$ cat config.mk
export PLATFORM = sky130hd
export DESIGN_NAME = capture_timer
export DESIGN_NICKNAME = d
export VERILOG_FILES = /design/src/rtl/capture_timer_pkg.sv /design/src/rtl/ct_edge_sync.sv /design/src/rtl/ct_counter.sv /design/src/rtl/ct_capture.sv /design/src/rtl/capture_timer.sv
export SDC_FILE = /design/constraint.sdc
export NUM_CORES = 1
export LEC_CHECK = 0
export ABC_AREA = 1
export CORE_MARGIN = 1.5
export CORE_UTILIZATION = 50
export CTS_BUF_LIST = sky130_fd_sc_hd__clkbuf_16
export DETAILED_ROUTE_END_ITERATION = 6
export PLACE_DENSITY = 0.7
export REMOVE_ABC_BUFFERS = 1
export SLEW_MARGIN = 0
export SYNTH_ARGS = -nofsm -noshare
export SYNTH_HDL_FRONTEND = slang
export SYNTH_SLANG_ARGS = --single-unit
$ cat constraint.sdc
create_clock -name clk -period 2.46 [get_ports clk]
set_input_delay 0.492 -clock clk [delete_from_list [all_inputs] [get_ports clk]]
set_output_delay 0.492 -clock clk [all_outputs]
set_load 0.02 [all_outputs]
$ cat src/rtl/capture_timer_pkg.sv
`timescale 1ns/1ps
package capture_timer_pkg;
   localparam int unsigned CTL_RUN     = 0;
   localparam int unsigned CTL_RELOAD  = 1;
   localparam int unsigned CTL_SEL_LO  = 8;
   localparam int unsigned CTL_TWO     = 13;
   localparam int unsigned CTL_PIN_IN  = 14;
   localparam int unsigned CTL_BITS    = 16;

   localparam logic [2:0] A_CTRL  = 3'd0;
   localparam logic [2:0] A_COUNT = 3'd1;
   localparam logic [2:0] A_LOAD  = 3'd2;
   localparam logic [2:0] A_CAPA  = 3'd3;
   localparam logic [2:0] A_CAPB  = 3'd4;
   localparam logic [2:0] A_STAT  = 3'd5;

   typedef enum logic [1:0] {
      EDGE_NONE = 2'b00,
      EDGE_RISE = 2'b01,
      EDGE_FALL = 2'b10,
      EDGE_BOTH = 2'b11
   } edge_sel_e;
endpackage

$ cat src/rtl/ct_edge_sync.sv
`timescale 1ns/1ps
module ct_edge_sync
   import capture_timer_pkg::*;
#(
   parameter int unsigned STAGES = 2
) (
   input  logic      clk,
   input  logic      rst_n,
   input  logic      pin,
   input  edge_sel_e sel,
   output logic      hit
);
   if (STAGES < 2) begin : g_bad_stages
      $error("ct_edge_sync: STAGES must be at least 2");
   end

   logic [STAGES-1:0] chain_q;
   logic              prev_q;
   logic              rise, fall;

   for (genvar i = 0; i < STAGES; i++) begin : g_stage
      if (i == 0) begin : g_first
         always_ff @(posedge clk or negedge rst_n)
            if (!rst_n) chain_q[0] <= 1'b0;
            else        chain_q[0] <= pin;
      end else begin : g_next
         always_ff @(posedge clk or negedge rst_n)
            if (!rst_n) chain_q[i] <= 1'b0;
            else        chain_q[i] <= chain_q[i-1];
      end
   end

   always_ff @(posedge clk or negedge rst_n)
      if (!rst_n) prev_q <= 1'b0;
      else        prev_q <= chain_q[STAGES-1];

   assign rise = chain_q[STAGES-1] & ~prev_q;
   assign fall = ~chain_q[STAGES-1] & prev_q;

   always_comb begin
      unique case (sel)
         EDGE_RISE: hit = rise;
         EDGE_FALL: hit = fall;
         EDGE_BOTH: hit = rise | fall;
         default:   hit = 1'b0;
      endcase
   end
endmodule

$ cat src/rtl/ct_counter.sv
`timescale 1ns/1ps
module ct_counter #(
   parameter int unsigned CNT_W = 32
) (
   input  logic             clk,
   input  logic             rst_n,
   input  logic             run,
   input  logic             reload_en,
   input  logic [CNT_W-1:0] load_val,
   input  logic             wr_en,
   input  logic [CNT_W-1:0] wr_val,
   output logic [CNT_W-1:0] cnt
);
   localparam logic [CNT_W-1:0] CNT_MAX = '1;

   logic [CNT_W-1:0] cnt_d;

   always_comb begin
      cnt_d = cnt;
      if (wr_en)              cnt_d = wr_val;
      else if (run) begin
         if (cnt == CNT_MAX)  cnt_d = reload_en ? load_val : '0;
         else                 cnt_d = cnt + 1'b1;
      end
   end

   always_ff @(posedge clk or negedge rst_n)
      if (!rst_n) cnt <= '0;
      else        cnt <= cnt_d;
endmodule

$ cat src/rtl/ct_capture.sv
`timescale 1ns/1ps
module ct_capture #(
   parameter int unsigned CNT_W = 32
) (
   input  logic             clk,
   input  logic             rst_n,
   input  logic             enable,
   input  logic             two_mode,
   input  logic             hit,
   input  logic             rearm,
   input  logic [CNT_W-1:0] cnt,
   output logic [CNT_W-1:0] cap_a,
   output logic [CNT_W-1:0] cap_b,
   output logic             first,
   output logic             done
);
   always_ff @(posedge clk or negedge rst_n) begin
      if (!rst_n) begin
         cap_a <= '0;
         cap_b <= '0;
         first <= 1'b0;
         done  <= 1'b0;
      end else if (rearm) begin
         first <= 1'b0;
         done  <= 1'b0;
      end else if (enable && hit) begin
         if (!two_mode) begin
            cap_a <= cnt;
         end else if (!first) begin
            cap_a <= cnt;
            first <= 1'b1;
         end else if (!done) begin
            cap_b <= cnt;
            done  <= 1'b1;
         end
      end
   end
endmodule

$ cat src/rtl/capture_timer.sv
`timescale 1ns/1ps
module capture_timer
   import capture_timer_pkg::*;
#(
   parameter int unsigned CNT_W       = 32,
   parameter int unsigned ADDR_W      = 3,
   parameter int unsigned SYNC_STAGES = 2
) (
   input  logic              clk,
   input  logic              rst_n,
   input  logic [ADDR_W-1:0] bus_addr,
   input  logic              bus_wr,
   input  logic [CNT_W-1:0]  bus_wdata,
   output logic [CNT_W-1:0]  bus_rdata,
   input  logic              cap_pin
);
   if (CNT_W < CTL_BITS) begin : g_bad_width
      $error("capture_timer: CNT_W must hold the control word");
   end
   if (ADDR_W < 3) begin : g_bad_addr
      $error("capture_timer: ADDR_W must be at least 3");
   end

   logic [CTL_BITS-1:0] ctrl_q;
   logic [CNT_W-1:0]    load_q;
   logic [CNT_W-1:0]    cnt_q;
   logic [CNT_W-1:0]    cap_a_q, cap_b_q;
   logic                first_q, done_q;
   logic                edge_hit;
   logic                wr_ctrl, wr_cnt, wr_load, wr_stat;
   logic                rearm;
   logic [2:0]          sel_addr;
   logic                addr_hi_zero;

   assign sel_addr     = bus_addr[2:0];
   if (ADDR_W > 3) begin : g_addr_hi
      assign addr_hi_zero = (bus_addr[ADDR_W-1:3] == '0);
   end else begin : g_addr_exact
      assign addr_hi_zero = 1'b1;
   end

   assign wr_ctrl = bus_wr && addr_hi_zero && (sel_addr == A_CTRL);
   assign wr_cnt  = bus_wr && addr_hi_zero && (sel_addr == A_COUNT);
   assign wr_load = bus_wr && addr_hi_zero && (sel_addr == A_LOAD);
   assign wr_stat = bus_wr && addr_hi_zero && (sel_addr == A_STAT);
   assign rearm   = wr_ctrl || (wr_stat && bus_wdata[0]);

   always_ff @(posedge clk or negedge rst_n) begin
      if (!rst_n) begin
         ctrl_q <= '0;
         load_q <= '0;
      end else begin
         if (wr_ctrl) ctrl_q <= bus_wdata[CTL_BITS-1:0];
         if (wr_load) load_q <= bus_wdata;
      end
   end

   ct_counter #(.CNT_W(CNT_W)) u_counter (
      .clk       (clk),
      .rst_n     (rst_n),
      .run       (ctrl_q[CTL_RUN]),
      .reload_en (ctrl_q[CTL_RELOAD]),
      .load_val  (load_q),
      .wr_en     (wr_cnt),
      .wr_val    (bus_wdata),
      .cnt       (cnt_q)
   );

   ct_edge_sync #(.STAGES(SYNC_STAGES)) u_sync (
      .clk   (clk),
      .rst_n (rst_n),
      .pin   (cap_pin),
      .sel   (edge_sel_e'(ctrl_q[CTL_SEL_LO+1:CTL_SEL_LO])),
      .hit   (edge_hit)
   );

   ct_capture #(.CNT_W(CNT_W)) u_capture (
      .clk      (clk),
      .rst_n    (rst_n),
      .enable   (ctrl_q[CTL_PIN_IN]),
      .two_mode (ctrl_q[CTL_TWO]),
      .hit      (edge_hit),
      .rearm    (rearm),
      .cnt      (cnt_q),
      .cap_a    (cap_a_q),
      .cap_b    (cap_b_q),
      .first    (first_q),
      .done     (done_q)
   );

   always_comb begin
      bus_rdata = '0;
      if (addr_hi_zero) begin
         unique case (sel_addr)
            A_CTRL:  bus_rdata = CNT_W'(ctrl_q);
            A_COUNT: bus_rdata = cnt_q;
            A_LOAD:  bus_rdata = load_q;
            A_CAPA:  bus_rdata = cap_a_q;
            A_CAPB:  bus_rdata = cap_b_q;
            A_STAT:  bus_rdata = CNT_W'({first_q, done_q});
            default: bus_rdata = '0;
         endcase
      end
   end
endmodule

# ---- After elaboration in Yosys (flattened, before gate mapping)
# Cells that the tools add are included.
dict set report op_classes {
  bitwise_logic 7
  n_eq_ne 10
  addsub 1
  mul 0
  reduce_logical 16
  order_cmp 0
  n_mux 15
  shifts 0
  div_mod_pow 0
}
# operator n
set ops {}
lappend ops {{32-bit two-way mux} 6}
lappend ops {{32-bit one-hot mux with 6 select lines} 1}
lappend ops {{32-bit by 1-bit adder with 32-bit output (second input constant)} 1}
lappend ops {{32-bit == test (second input constant)} 1}
lappend ops {{2-bit nonzero test} 4}
lappend ops {{1-bit two-way mux} 7}
lappend ops {{3-bit by 2-bit == test with 1-bit output (second input constant)} 2}
lappend ops {{3-bit == test (second input constant)} 2}
lappend ops {{1-bit logical AND} 6}
lappend ops {{3-bit AND reduction} 2}
lappend ops {{5-bit AND reduction} 1}
lappend ops {{2-bit == test (second input constant)} 2}
lappend ops {{1-bit inverter} 4}
lappend ops {{3-bit by 1-bit == test with 1-bit output (second input constant)} 1}
lappend ops {{3-bit logical NOT} 1}
lappend ops {{1-bit one-hot mux with 3 select lines} 1}
lappend ops {{1-bit AND} 2}
lappend ops {{2-bit by 1-bit == test with 1-bit output (second input constant)} 1}
lappend ops {{2-bit != test (second input constant)} 1}
lappend ops {{2-bit AND reduction} 1}
lappend ops {{1-bit logical OR} 1}
lappend ops {{1-bit bitwise OR} 1}
dict set report totals {
  romBits 0
  latchBits 0
  in_bits 39
  output_inout_bits 32
  word_cells 59
  ramBits 0
  memories 0
  regBits 149
}

# ---- Logic depth before layout (Yosys ltp)
# Gate-level depths: netlist (run 1).
dict set report logic_depth {
  depth_word 7
  ltp_mapped 12
  ltp_nobuf 11
}

# ---- By module
# A second synthesis (run 1) with hierarchy kept.
dict set report unflattened {
  cells_unflattened 1285
  area_unflattened_um2 8924.8
}
# module seq_area_each_um2 instances area_per_inst_um2 cells_each
set modules_own_cells {}
lappend modules_own_cells {capture_timer 1201.2 1 3230.6 498}
lappend modules_own_cells {ct_counter 800.8 1 2831.5 481}
lappend modules_own_cells {ct_capture 1651.6 1 2723.9 292}
lappend modules_own_cells {ct_edge_sync 75.1 1 138.9 14}

# ---- Least setup slack after synthesis (run 1)
# Ideal clock, no wire load.
dict set report synth_path {
  path_type {input-to-output}
  startpoint {input port bus_addr[0]}
  endpoint {output port bus_rdata[21]}
  path_buffers 1
  required_ns 1.968
  stages 5
  slack_ns 0.223
  t_arrival_ns 1.745
  path_cell_list {inv_1 -> nor3_2 -> inv_1 -> clkbuf_1 -> o21ai_0}
}
dict set report synth_between {
  elab_chain_cells 2
}
# element line
set synth_rtl {}
lappend synth_rtl {{start, declared} capture_timer.sv:11} ;# input logic [ADDR_W-1:0] bus_addr,
lappend synth_rtl {{3-bit == test (tied with other cells)} capture_timer.sv:94} ;# unique case (sel_addr)
lappend synth_rtl {{32-bit one-hot mux with 6 select lines *} capture_timer.sv:94}
lappend synth_rtl {{end, declared} capture_timer.sv:14} ;# output logic [CNT_W-1:0] bus_rdata,
# Mark *: on every way between the ends. The rest lies on a longest branch, timed or not.

# ---- Worst setup path in the final report (run 1)
# Same ends and word-level chain as after synthesis.

==> results.sh, run 1 <==
export IMPL_syn_cell_area_mm2=0.008018
export IMPL_routed_via_density=5.346
export IMPL_start_kind="input pin"
export IMPL_die_w_um=129.6
export IMPL_numClockSinks=149
export IMPL_p_leak_nw=4.634
export IMPL_grt_pass1_vias=7131
export IMPL_drv_slew=0
export IMPL_slowest_stage="clkdlybuf4s15_2"
export IMPL_clock_fmax_mhz=427.2
export IMPL_tightest_slew_ns=0.5840
export IMPL_post_route_cell_area_mm2=0.009863
export IMPL_cellPowerDensity_mw_per_mm2=939.5
export IMPL_hpwl_mm=15.53
export IMPL_period_needed_ns=2.341
export IMPL_post_drt_wl_per_cell_um=16.16
export IMPL_synth_flop_cell="dfrtp_1"
export IMPL_ir_drop_mv=0.5978
export IMPL_cts_made_buffers=17
export IMPL_pwr_share_comb_pct=27.8
export IMPL_wl_mm=22.17
export IMPL_grt_pass1_wl_mm=36.51
export IMPL_rrSetupSlack_ns=0.36
export IMPL_synth_area_per_cell_um2=7.593
export IMPL_synth_cells=1056
export IMPL_clockBufferDepth=2
export IMPL_ios=71
export IMPL_yosys_warnings=0
export IMPL_share_seq_of_total_power_pct=40.7
export IMPL_dr_total_vias=7335
export IMPL_clkPwrFrac_pct=31.5
export IMPL_path_max_fanout=16
export IMPL_fin_crit_sh_pct=95.16
export IMPL_cts_max_level=4
export IMPL_ys_top_cells_by_count="303 x nand2_1, 149 x dfrtp_1, 138 x inv_1, 114 x o21ai_0, 102 x nor2_1"
export IMPL_synth_most_common_cell="nand2_1"
export IMPL_fin_cells=1372
export IMPL_async_flop_share_pct=100.0
export IMPL_timing_hold_ws_ns=0.02533
export IMPL_seqCellArea_mm2=0.003729
export IMPL_synth_area_top_cells="dfrtp_1 47%, nand2_1 14%, o21ai_0 7.1%"
export IMPL_n_fill_cell=1457
export IMPL_rsz0062_at_grt="false"
export IMPL_reg2reg_from="u_counter.cnt[1]$_DFFE_PN0P_"
export IMPL_dr_first_iter_drc_count=597
export IMPL_core_area_mm2=0.01577
export IMPL_cp_slowest_stage_delay_ns=0.29
export IMPL_crit_buf_inv=5
export IMPL_ys_seq_area_share_pct=46.50
export IMPL_cpLargestDelayFamily="buffers and inverters"
export IMPL_die_h_um=129.6
export IMPL_areaGrowthSynthToFinish_pct=23.02
export IMPL_grt_antenna_before_repair=0
export IMPL_ys_types=32
export IMPL_maxCapViolCount=0
export IMPL_gp_congestion=0.8910
export IMPL_critPathLaunch="bus_addr[0]"
export IMPL_die_area_mm2=0.01680
export IMPL_p_int_mw=5.948
export IMPL_switching_share_pct=35.82
export IMPL_dp_cells=1339
export IMPL_worstPathRequired_ns=1.97
export IMPL_start_util_pct=50.84
export IMPL_cts_root_buf="clkbuf_16"
export IMPL_insertion_delay_ns=0.44
export IMPL_synth_top_area_share_pct=46.50
export IMPL_overflow=0
export IMPL_layout_nets=1185
export IMPL_postPlaceCellArea_mm2=0.009259
export IMPL_hold_violations=0
export IMPL_antenna_left=0
export IMPL_grt_max_degree=61
export IMPL_yosys_area_top_type="dfrtp_1"
export IMPL_row_count=46
export IMPL_endpoint_kind="primary output"
export IMPL_multiInputGateArea_mm2=0.003558
export IMPL_path_cells="dlygate4sd2_1 > inv_2 > nor3_4 > inv_1 > buf_6 > o21ai_0 > clkdlybuf4s15_2"
export IMPL_drive_gt1_share_pct=13.75
export IMPL_relSlewSlack_pct=61.07
export IMPL_cts_tree="built"
export IMPL_switchingPower_mw=3.319
export IMPL_skew_ns=0.01160
export IMPL_clk_pin_slew_ns=0.07
export IMPL_holdBufCountCts=0
export IMPL_crit_type="in2out"
export IMPL_outcome="finished clean"
export IMPL_critPathArrivalTime_ns=1.85
export IMPL_drt_first_pass_iters=5
export IMPL_final_setup_viol_count=0
export IMPL_synth_edf_count=0
export IMPL_synth_seq_cells=149
export IMPL_diodes=0
export IMPL_hold_class="in2async"
export IMPL_drc=0
export IMPL_grt_use_total_pct=28.43
export IMPL_portBuffers=70
-- worst register-to-register path, delay by kind of cell (launching register included) --
family,cells,cell delay (ns)
buffers and inverters,1,0.24
AO/OA/AOI/OAI,1,0.18
AND/OR/NAND/NOR,7,0.98
adder cells (fa/ha/maj),1,0.22
flip-flops,1,0.41
-- what timing repair did --
item                                    4_1_cts  5_1_grt
setup buffers                                 0        0
gates cloned                                  1        0
pin swaps                                     2        0
endpoints found under the hold margin         0        0
endpoints found under the setup margin       32       17
gates resized for setup                     147        3
-- cells in the final DEF (no fill, tap or decap), drive strengths merged --
cell type        n
clkdlybuf4s50   34
clkinvlp         3
bufinv           5
nand4            4
nor3             4
inv            144
o22ai           18
o221ai           1
a21oi           40
clkbuf          18
a22oi           16
ha               3
buf             67
nand3           49
clkdlybuf4s15   10
dfrtp          149
o21bai           3
o2111ai          4
nor2           104
a211oi           1
o211ai          20
xor2            11
clkinv           3
a221oi          15
nand2          310
o21ai          118
dlygate4sd2      2
-- power by group through the flow --
stage / Combinational (mW) / Clock (mW) / Sequential, mW
3_5_place_dp: 2.62 / 0 / 3.79
4_1_cts: 2.58 / 2.95 / 3.76
3_3_place_gp: 2.56 / 0 / 3.78
6_report: 2.58 / 2.92 / 3.77
2_1_floorplan: 1.80 / 0 / 3.61
5_1_grt: 2.93 / 3.04 / 3.86
-- layer usage --
metal	routed length (um)	global-route usage, %	vias up
met2	10210	45.13	244
met1	10250	39.52	3460
met4	458	10.20	0
met3	1252	4.707	36
li1	-	-	3595
met5	0	0	-
-- sequential cells by signal (all words and copies together) (netlist names) --
signal and cells:
u_sync.chain_q 2, u_capture.done 1, u_counter.cnt 32, u_capture.cap_b 32
load_q 32, ctrl_q 16, u_capture.first 1, u_sync.prev_q 1
u_capture.cap_a 32
-- layout make-up --
cell class / instances / area share, %
sequential: 149 / 37.80
multi-input combinational: 721 / 36.08
timing repair buffer: 114 / 11.47
inverter: 140 / 5.328
clock buffer: 17 / 4.313
tap: 216 / 2.740
clock inverter: 15 / 2.271
-- cells by family (layout without fill, tap and decap cells) --
family,count (synthesis),after routing,synth area share (%)
fa+ha+maj,3,3,0.4682
buf+inv,186,286,9.441
simple gates,471,471,23.72
xor+xnor,11,11,1.202
compound gates,236,236,18.66
flops,149,149,46.50
-- final timing paths --
kind / depth (start not counted) / to
worst max-delay path: 7 / bus_rdata[21]
max in group asynchronous: 2 / load_q[10]$_DFFE_PN0P_
worst max register to register: 10 / u_counter.cnt[6]$_DFFE_PN0P_
min in group clk: 0 / u_sync.chain_q[1]$_DFF_PN0_
worst min-delay path: 1 / u_capture.cap_b[30]$_DFFE_PN0P_
worst min register to register: 0 / u_sync.chain_q[1]$_DFF_PN0_
-- stage by stage --
stage | TNS (ns) | power (mW) | worst slack (ns) | utilization [%]
after floorplan | -21.10 | 5.403 | -0.6788 | -
after global placement | -15.90 | 6.339 | -0.5216 | 58.71
after detailed placement | -20.64 | 6.404 | -0.5632 | 58.71
after CTS | 0 | 9.287 | 0.05961 | 62.55
after global routing | 0 | 9.833 | 0.03793 | 62.54
final | 0 | 9.266 | 0.1189 | 62.54
No activity file was read; power rests on OpenSTA's default activity.
==> run 2, diff against run 1 <==
--- a/config.mk
+++ b/config.mk
@@ -10,7 +10,7 @@
 export CORE_UTILIZATION = 50
 export CTS_BUF_LIST = sky130_fd_sc_hd__clkbuf_16
 export DETAILED_ROUTE_END_ITERATION = 6
-export PLACE_DENSITY = 0.7
+export PLACE_DENSITY = 0.81
 export REMOVE_ABC_BUFFERS = 1
 export SLEW_MARGIN = 0
 export SYNTH_ARGS = -nofsm -noshare
==> constraint.sdc (replaced) <==
create_clock -name clk -period 2.4 [get_ports clk]
set_input_delay 0.48 -clock clk [delete_from_list [all_inputs] [get_ports clk]]
set_output_delay 0.48 -clock clk [all_outputs]
set_load 0.02 [all_outputs]
==> run 2 against run 1 <==
- clock power fell by 9.6%
- total power down 1.1%
- global-route usage decreased by 0.25 points
- worst setup slack better by 0.060 ns
- sequential cell count did not move
- hold slack gained 0.33 ns
- cell area shrank 1.1%
- non-clock buffer count fell by 2
- critical path depth is 3 higher
- register-to-register slack worse by 0.08 ns
- largest cell class unchanged
- largest power group unchanged
==> results.sh, run 2 (synthesis gave the netlist of run 1 again) <==
export IMPL_ios=71
export IMPL_diodes=0
export IMPL_critPathArrivalTime_ns=1.74
export IMPL_cp_depth=10
export IMPL_drt_first_pass_iters=5
export IMPL_wl_met2_mm=10.31
export IMPL_met3_length_mm=1.599
export IMPL_final_cell_mix="301 x nand2_1, 149 x dfrtp_1, 134 x inv_1, 107 x o21ai_0, 101 x nor2_1"
export IMPL_dr_first_iter_drc_count=586
export IMPL_hpwl_mm=15.36
export IMPL_numClockSinks=149
export IMPL_crit_buf_inv=4
export IMPL_gp_congestion=0.9645
export IMPL_critPathLaunch="bus_addr[0]"
export IMPL_crit_top_cell="nand2_1"
export IMPL_start_kind="input pin"
export IMPL_final_core_util_pct=61.83
export IMPL_p_leak_nw=4.609
export IMPL_worstPathRequired_ns=1.92
export IMPL_path_max_fanout=13
export IMPL_row_count=46
export IMPL_cp_slowest_stage_delay_ns=0.25
export IMPL_layout_commonest_cell="nand2_1"
export IMPL_setup_tns_final_ns=0
export IMPL_fin_crit_sh_pct=92.56
export IMPL_endpoint_kind="primary output"
export IMPL_slowest_stage="a221oi_1"
export IMPL_die_area_mm2=0.01680
export IMPL_timing_hold_ws_ns=0.3507
export IMPL_hold_class="reg2reg"
export IMPL_cts_root_buf="clkbuf_16"
export IMPL_cts_tree="built"
export IMPL_hold_start="u_sync.chain_q[0]$_DFF_PN0_"
export IMPL_cpLargestDelayFamily="buffers and inverters"
export IMPL_antenna_left=0
export IMPL_dr_total_vias=7408
export IMPL_grt_pass1_wl_mm=36.67
export IMPL_ir_drop_mv=0.6082
export IMPL_start_util_pct=50.84
export IMPL_rsz0062_at_grt="false"
export IMPL_core_area_mm2=0.01577
export IMPL_wl_mm=21.91
export IMPL_maxCapViolCount=0
export IMPL_portBuffers=70
export IMPL_outcome="finished clean"
export IMPL_period_needed_ns=2.221
export IMPL_relSlewSlack_pct=63.51
export IMPL_reg2reg_from="u_counter.cnt[1]$_DFFE_PN0P_"
export IMPL_routed_via_density=5.407
export IMPL_insertion_delay_ns=0.44
export IMPL_grt_pass1_vias=7365
export IMPL_grt_max_degree=63
export IMPL_cts_made_buffers=17
export IMPL_drive_gt1_share_pct=13.95
export IMPL_path_cells="clkdlybuf4s15_1 > nor2_1 > nand2_1 > inv_2 > buf_12 > nand2_1 > o21ai_0 > a221oi_1 > o21ai_1 > buf_4"
export IMPL_cellPowerDensity_mw_per_mm2=940.1
export IMPL_tightest_slew_ns=0.5467
export IMPL_highest_layer="met4"
export IMPL_skew_ns=0.007868
export IMPL_grt_use_total_pct=28.18
export IMPL_hold_violations=0
export IMPL_reg2regPathDepth=12
export IMPL_dp_cells=1336
export IMPL_hold_depth=0
export IMPL_drc=0
export IMPL_overflow=0
export IMPL_cts_max_level=4
export IMPL_fin_cells=1370
export IMPL_die_w_um=129.6
export IMPL_met1_length_mm=9.451
export IMPL_grt_antenna_before_repair=0
export IMPL_final_setup_viol_count=0
export IMPL_clockBufferDepth=2
export IMPL_clock_fmax_mhz=450.2
export IMPL_post_drt_wl_per_cell_um=15.99
export IMPL_areaGrowthSynthToFinish_pct=21.61
export IMPL_die_h_um=129.6
export IMPL_clk_pin_slew_ns=0.06
export IMPL_drv_slew=0
export IMPL_layout_nets=1183
export IMPL_crit_type="in2out"
## run 2: cell count changes in the layout (fill, tap and decap cells not counted), sizes merged
| cell | previous run | this run |
|---|---|---|
| clkinv | 3 | 10 |
| buf | 67 | 66 |
| bufinv | 5 | 2 |
| clkinvlp | 3 | 2 |
| clkbuf | 18 | 19 |
| inv | 144 | 141 |
| clkdlybuf4s15 | 10 | 8 |
| bufbuf | 0 | 1 |
| dlygate4sd2 | 2 | 0 |
| dlygate4sd3 | 0 | 1 |
## run 2: timing repair
item | 4_1_cts | 5_1_grt
hold buffers | 1 | 0
gates resized for setup | 143 | 14
setup endpoints to repair | 32 | 34
buffers inserted | 0 | 0
cloned | 1 | 0
pin swaps | 1 | 2
hold endpoints to repair | 28 | 0
## run 2: cell type report
cell class                      instances  area, um^2
Fill cell                            1406        6020
Sequential cell                       149        3729
Multi-Input combinational cell        721        3576
Timing Repair Buffer                  112        1065
Inverter                              140       529.3
Clock buffer                           17       425.4
Tap cell                              216       270.3
Clock inverter                         15       156.4
## run 2: power by group
group          switching (mW)  internal, mW
Clock                    1.11          1.53
Sequential              0.641          3.24
Combinational            1.65         0.995
## run 2: per-stage QoR
stage	area, um^2	worst slack, ns	power (mW)
CTS	9736	-0.001104	9.160
finish	9751	0.1786	9.167
global route	9751	0.01618	9.757
detailed placement	9199	-0.5984	6.557
floorplan	7786	-0.7268	5.538
global placement	9199	-0.5482	6.428
## run 2: final timing paths
| check | slack, ns | endpoint |
|---|---|---|
| max | 0.18 | bus_rdata[14] |
| min | 0.35 | u_sync.chain_q[1]$_DFF_PN0_ |
| max reg2reg | 0.28 | u_counter.cnt[27]$_DFFE_PN0P_ |
| min reg2reg | 0.35 | u_sync.chain_q[1]$_DFF_PN0_ |
| max in group asynchronous | 1.17 | u_capture.cap_a[14]$_DFFE_PN0P_ |
| min in group asynchronous | 0.49 | u_counter.cnt[24]$_DFFE_PN0P_ |
## run 2: routing by layer
metal / global-route usage [%] / vias up
li1: - / 3580
met1: 37.67 / 3478
met2: 45.38 / 303
met3: 5.409 / 47
met4: 11.24 / 0
met5: 0 / -
